[config.mk]
export PLATFORM = sky130hd
export DESIGN_NAME = ram_delay_line
export DESIGN_NICKNAME = d
export VERILOG_FILES = /design/src/rtl/dl_pkg.sv /design/src/rtl/dl_addr_ctr.sv /design/src/rtl/dl_sdp_ram.sv /design/src/rtl/dl_fill_mon.sv /design/src/rtl/ram_delay_line.sv
export SDC_FILE = /design/constraint.sdc
export NUM_CORES = 2
export LEC_CHECK = 0
export CAP_MARGIN = 10
export CORE_MARGIN = 10
export CORE_UTILIZATION = 39
export CTS_CLUSTER_DIAMETER = 200
export DETAILED_ROUTE_END_ITERATION = 7
export DONT_BUFFER_PORTS = 1
export PLACE_DENSITY = 0.53
export SYNTH_ARGS = -nofsm -noshare
export SYNTH_HDL_FRONTEND = slang
export SYNTH_SLANG_ARGS = --single-unit
[constraint.sdc]
create_clock -name clk_i -period 2.56 [get_ports clk_i]
set_input_delay 0.256 -clock clk_i [delete_from_list [all_inputs] [get_ports clk_i]]
set_output_delay 0.256 -clock clk_i [all_outputs]
set_load 0.01 [all_outputs]
[src/rtl/dl_pkg.sv]
package dl_pkg;

   // True when n is a power of two of at least 2
   function automatic bit depth_ok(input int unsigned n);
      return (n >= 2) && ((n & (n - 1)) == 0);
   endfunction

endpackage

[src/rtl/dl_addr_ctr.sv]
// Free-running address counter with a synchronous reset value.
module dl_addr_ctr #(
   parameter int AW = 4,
   parameter logic [AW-1:0] RST_VAL = '0
) (
   input  logic          clk_i,
   input  logic          rst_i,
   output logic [AW-1:0] addr_o
);

   always_ff @(posedge clk_i) begin
      if (rst_i) addr_o <= RST_VAL;
      else       addr_o <= addr_o + AW'(1);
   end

endmodule

[src/rtl/dl_sdp_ram.sv]
// Simple dual-port RAM: one write port and one registered read port.
module dl_sdp_ram #(
   parameter int DW    = 8,
   parameter int DEPTH = 16,
   localparam int AW   = $clog2(DEPTH)
) (
   input  logic          clk_i,
   input  logic          rst_i,
   input  logic          we_i,
   input  logic [AW-1:0] waddr_i,
   input  logic [DW-1:0] wdata_i,
   input  logic [AW-1:0] raddr_i,
   output logic [DW-1:0] rdata_o
);

   logic [DW-1:0] store [DEPTH];

   always_ff @(posedge clk_i) begin
      if (we_i) store[waddr_i] <= wdata_i;
   end

   // Only the output register is reset; the array keeps its contents
   always_ff @(posedge clk_i) begin
      if (rst_i) rdata_o <= '0;
      else       rdata_o <= store[raddr_i];
   end

endmodule

[src/rtl/dl_fill_mon.sv]
// Raises the valid flag after the read pointer first reaches the top entry.
module dl_fill_mon #(
   parameter int AW = 4
) (
   input  logic          clk_i,
   input  logic          rst_i,
   input  logic [AW-1:0] rd_addr_i,
   output logic          valid_o
);

   logic at_top;
   assign at_top = (rd_addr_i == {AW{1'b1}});

   always_ff @(posedge clk_i) begin
      if (rst_i) valid_o <= 1'b0;
      else       valid_o <= valid_o | at_top;
   end

endmodule

[src/rtl/ram_delay_line.sv]
module ram_delay_line #(
   parameter int DATA_W     = 16,
   parameter int DEPTH      = 256,
   parameter bit SHARED_PTR = 1'b0
) (
   input  logic              clk_i,
   input  logic              rst_i,
   input  logic [DATA_W-1:0] din_i,
   output logic [DATA_W-1:0] dout_o,
   output logic              valid_o
);

   localparam int AW = $clog2(DEPTH);
   localparam logic [AW-1:0] RD_RST = '0;
   localparam logic [AW-1:0] WR_RST = {AW{1'b1}};

   // elaboration-time parameter checks
   if (!dl_pkg::depth_ok(DEPTH)) begin : g_bad_depth
      $error("ram_delay_line: DEPTH must be a power of two >= 2");
   end
   if (DATA_W < 1) begin : g_bad_width
      $error("ram_delay_line: DATA_W must be at least 1");
   end

   logic [AW-1:0] rd_addr;
   logic [AW-1:0] wr_addr;

   dl_addr_ctr #(.AW(AW), .RST_VAL(RD_RST)) u_rd_ctr (
      .clk_i  (clk_i),
      .rst_i  (rst_i),
      .addr_o (rd_addr)
   );

   if (SHARED_PTR) begin : g_shared_ptr
      // one counter; the write address trails by one entry
      assign wr_addr = rd_addr - AW'(1);
   end else begin : g_two_ctr
      dl_addr_ctr #(.AW(AW), .RST_VAL(WR_RST)) u_wr_ctr (
         .clk_i  (clk_i),
         .rst_i  (rst_i),
         .addr_o (wr_addr)
      );
   end

   dl_sdp_ram #(.DW(DATA_W), .DEPTH(DEPTH)) u_ram (
      .clk_i   (clk_i),
      .rst_i   (rst_i),
      .we_i    (1'b1),
      .waddr_i (wr_addr),
      .wdata_i (din_i),
      .raddr_i (rd_addr),
      .rdata_o (dout_o)
   );

   dl_fill_mon #(.AW(AW)) u_fill (
      .clk_i     (clk_i),
      .rst_i     (rst_i),
      .rd_addr_i (rd_addr),
      .valid_o   (valid_o)
   );

endmodule

# Yosys cells after proc, flatten, opt, wreduce, memory -nomap -nowiden
# Memories as Yosys holds them, arrays and structs flattened. A register that Yosys moved wholly into a read port is not among the register bits.
# Index checks and enable logic that the tools add are counted.
[totals] ff_bits=17 output_inout_bits=17 in_bits=18 word_cells=8 memories=1 mem_bits_rw=4096
[mem_list] name="u_ram.store" depth=256 width=16 rd=1 rd_clocked_by_memory_dff=1 wr=1 line="dl_sdp_ram.sv:16" source="logic [DW-1:0] store [DEPTH];"
[classes] n_eq_ne=1 add_sub_neg=2 bitwise=1
[op_table] operator="$add A8 B1 Y8 const B" count=2
[op_table] operator="$eq A8 B8 Y1 const B" count=1
[op_table] operator="$or A1 B1 Y1" count=1

# Longest topological paths before layout
[depth] word_depth=2 depth_mapped=13 ltp_nobuf=6

# Hierarchy
# A second synthesis with hierarchy kept.
[hier_totals] cells_unflattened=7374 hier_area_um2=159202.7
[by_module_without_submodules] module="dl_sdp_ram" n_inst=1 seq_area_each_um2=123318.3 cells_each=7303 area_per_inst_um2=158522.0
[by_module_without_submodules] module="dl_addr_ctr at g_two_ctr.u_wr_ctr" n_inst=1 seq_area_each_um2=160.2 cells_each=32 area_per_inst_um2=324.1
[by_module_without_submodules] module="dl_addr_ctr at u_rd_ctr" n_inst=1 seq_area_each_um2=160.2 cells_each=33 area_per_inst_um2=306.5
[by_module_without_submodules] module="dl_fill_mon" n_inst=1 seq_area_each_um2=20.0 cells_each=5 area_per_inst_um2=46.3
[by_module_without_submodules] module="ram_delay_line" n_inst=1 seq_area_each_um2=0.0 cells_each=1 area_per_inst_um2=3.8

# Worst setup path after synthesis
# OpenSTA, ideal clock, no wires.
[synth_timing] path_type="register to register" start="register g_two_ctr.u_wr_ctr.addr_o[0]" end="memory u_ram.store[83][0] (netlist bit), enable pin" setup_time_ps=388 arrival_time_ps=2143 required_time_ps=2172 path_slack_ps=28 synth_period_minus_slack_ps=2532 path_stages_with_launch=6 path_buffers=2 path_cell_list="dfxtp_1 > ha_1 > or3b_2 > clkbuf_1 > clkbuf_1 > nor2_1"
[synth_lines] item="start, declared" line="dl_addr_ctr.sv:8" source="output logic [AW-1:0] addr_o"
[synth_lines] item="start signal, assigned" line="dl_addr_ctr.sv:13" source="else addr_o <= addr_o + AW'(1);"
[synth_lines] item="end, declared" line="dl_sdp_ram.sv:16"
# Straight into the memory's write port.

==> impl_results.md <==
* Nets at roughly 8,400
* Core footprint at between 400,000 and 500,000 um2
* Insertion delay to the later sink of the worst-skew pair at slightly below 1 ns
* Min Tclk post-route at roughly 3.2 ns
* Leak Pwr at just over 60 nW
* Final hold vios at about 2,400
* Nature of the critical path endpoint: flip-flop
* Slew @ Worst Pin at ~1.3 ns
* Router iterations before antenna repair at 5
* Pre-CTS setup slack at -1.24 ns
* Worst reg-to-reg path cell count at 12
* Num CTS Buffers at between 400 and 500
* Min Hold Slack at -0.582 ns
* DIE HEIGHT at around 660 um
* CTS max path bufs at 4
* Layout area overhead at 21.5%
* Crit path DAT at ~4 ns
* Num Clock Sinks at about 4,100
* Root buf cell: clkbuf_16
* Max Clock Skew at roughly 0.081 ns
* Switching Share at a little over a fifth
* FILL cells at around 33,000
* Sw Pwr at between 30 and 40 mW
* Pin count of the biggest net entering global routing at between 200 and 300
* Async set or reset register ratio after synthesis at 0%
* Cell Rows at 233
* Maximum fanout along the worst path at 6
* DR vias at approximately 80,000
* Count of input and output buffers at 0
* Initial core utilization at between 30% and 40%
* Area of the multi-input gates at 33,500 um2
* Max-slew headroom at approximately 14%
* Post-synth EDFFs at roughly 4,100
* Gr usage total at roughly a fifth
* Outcome: finished with violations
* Post-synth cell types at 66
* Drt wl/cell at ~32 um
* Worst EP required at around 3.4 ns
* Beginning of the critical path: u_rd_ctr.addr_o[0]$_SDFF_PP0_
* Yosys top cell by area: edfxtp_1
* DR iter-0 viols at 8,978
* Final ANT Viol Nets at 0
* Crit Reg-Reg Startpoint: u_rd_ctr.addr_o[0]$_SDFF_PP0_
* Yosys warnings at 0
* Clock Pin Slew Worst Setup and Hold Paths at about 0.060 ns
* Vias per cell at between 5 and 6
* Post-DP HPWL at between 200 and 300 mm
* Die area at 431,000 um2
* CTS tree: done
* Setup repair after global routing missed its margin: true
* Final setup fails at 16
* Flop pwr share at 50.5%
* Register Area at between 100,000 and 150,000 um2
* TNS Setup at -8.17 ns
* Clk network pwr share at 42.6%
* H-tree Lvls at 5
* Top Ports at 35
* Register bit count reported by yosys at between 4,000 and 5,000
* Hold path depth at 0
* Routed wire length at approximately 450 mm
* Grt total ovfl at 0
* Logic pwr share at 7.0%
* Syn Std Cell Area at approximately 160,000 um2
* Max-slew violations at 0
* First-pass GRT wire length at around 630 mm
* Synth Instances at a little over 7,000
* Seq/Total Area, Yosys at approximately 80%
* Peak supply drop at 0.613 mV
* Placer Congestion at 0.823
* Pwr per Cell Area at slightly below 800 nW/um2
* Cell area after layout at 192,000 um2
* Yosys top cell area share at about 78%
* Fin crit share at 124%
* Startpoint types: flip-flop
* Worst min-delay path category: in2reg
* Most used DFF post-synth: edfxtp_1
* Failing checks: negative hold slack, negative setup slack
* Peak Freq at around 320 MHz
* # Max-Cap Violations at 0
* Remaining DRCs at 0
* Die X at 657 um
* Share of cells above drive strength 1 at 35.5%
* Top post-synthesis cells by area: edfxtp_1 (78%), mux4_2 (13%), mux2i_1 (2.2%)
* Tot Pwr at 149 mW
* Syn_nets at a little over 7,000
* Number of global-route vias before repair at between 80,000 and 90,000
* Syn_area_per_cell at roughly 22 um2
* Internal cell power at roughly 120 mW
* Setup WS post-layout at -0.613 ns
* Hold path start: din_i[1]
* Initial antenna violation count at 18
* Crit path kind: reg2reg
* Placed cell areas at around 170,000 um2
layout make-up:
cell class	count	share of cell area [%]
flip-flops and latches	4129	64.3
multi-input cells	2556	17.4
repair buffers	1256	7.19
clock buffers	523	5.89
well taps	5405	3.52
clock inverters	287	1.59
inverters	11	0.0215
diodes	12	0.0156
worst max-delay path: stages (launching register included):
cell	delay, ns
dfxtp_4	0.45
buf_16	0.19
buf_16	0.19
buf_16	0.16
buf_6	0.10
mux4_2	0.52
a22oi_2	0.25
a21oi_4	0.12
nor4_4	0.49
buf_4	0.20
a211o_1	0.14
buf_12	0.12
o31ai_2	0.05
per-layer routing:
metal  vias up  global-route usage, %  part of all wire (%)
li1      32800                      -                     -
met1     43700                   28.2                    41
met2      2916                   33.6                    49
met3       608                   3.26                   6.8
met4         2                   5.57                   3.1
met5         -                      0                0.0020
cell families after synthesis:
group                    synth area share, %
AND/OR/NAND/NOR                         1.61
buffers and inverters                   1.45
adder cells (fa/ha/maj)               0.0395
XOR/XNOR                              0.0498
flip-flops                              78.2
multiplexers                            15.8
AO/OA/AOI/OAI                           2.89
Yosys cell counts, types with 15 or more instances:
cell and instances:
a211oi_1 26, buf_4 54, nor2b_1 33, nand3_1 49, buf_2 143, o21ai_0 91
edfxtp_1 4096, a21oi_1 87, nor2_1 307, o211ai_1 37, buf_6 40, a22oi_1 171
mux2_2 15, dfxtp_1 33, a211o_1 15, buf_1 19, a31oi_1 20, mux4_2 945
mux2i_1 352, clkbuf_1 163, o22ai_1 66, nand2b_1 17, nand2_1 95, a221oi_1 53
placed cells by master, fill, tap and decap left out, types with 73 or more instances in the layout:
| cell type | n |
|---|---|
| clkinv_2 | 92 |
| buf_4 | 902 |
| buf_12 | 265 |
| a21oi_1 | 73 |
| edfxtp_1 | 4096 |
| clkbuf_16 | 446 |
| nor2_1 | 231 |
| nor2_2 | 76 |
| mux4_2 | 945 |
| a22oi_1 | 148 |
| o21ai_0 | 74 |
| nand2_1 | 85 |
| mux2i_1 | 329 |
| clkbuf_1 | 81 |
| clkinv_1 | 97 |
what timing repair did:
action	in CTS	in global routing
pin swaps	32	41
endpoints found under the hold margin	4125	3906
buffers inserted	40	76
endpoints found under the setup margin	16	16
hold buffers	2	3
gates resized for setup	222	101
cloned	16	8
flip-flops by register name, indices dropped and copies added, names as in the netlist:
name and flops:
g_two_ctr.u_wr_ctr.addr_o 8, u_rd_ctr.addr_o 8, u_ram.rdata_o 16, u_ram.store 4096, u_fill.valid_o 1
worst paths after layout:
| path | end | slack [ns] |
|---|---|---|
| max | u_ram.rdata_o[5]$_SDFF_PP0_ | -0.61 |
| min | u_ram.store[55][1]$_DFFE_PP_ | -0.58 |
| max reg2reg | u_ram.rdata_o[5]$_SDFF_PP0_ | -0.61 |
| min reg2reg | g_two_ctr.u_wr_ctr.addr_o[0]$_SDFF_PP1_ | 0.48 |
power by group through the flow:
stage                     logic, mW  registers (mW)  clock network [mW]
after floorplan                5.21            76.4                   0
after global placement         9.50            76.6                   0
after detailed placement       9.51            76.6                   0
after CTS                      10.1            75.2                64.6
after global routing           10.8            75.2                67.3
final                          10.4            75.2                63.4
metrics by stage:
stage	utilization (%)	hold slack (ns)	instances
finish	47.6	-0.582	14200
floorplan	-	0.355	7115
CTS	47.3	-0.664	14100
global route	47.6	-0.632	14200
detailed placement	43.3	0.336	13200
global placement	43.3	0.334	13200
Power figures use the tool's default switching activity.
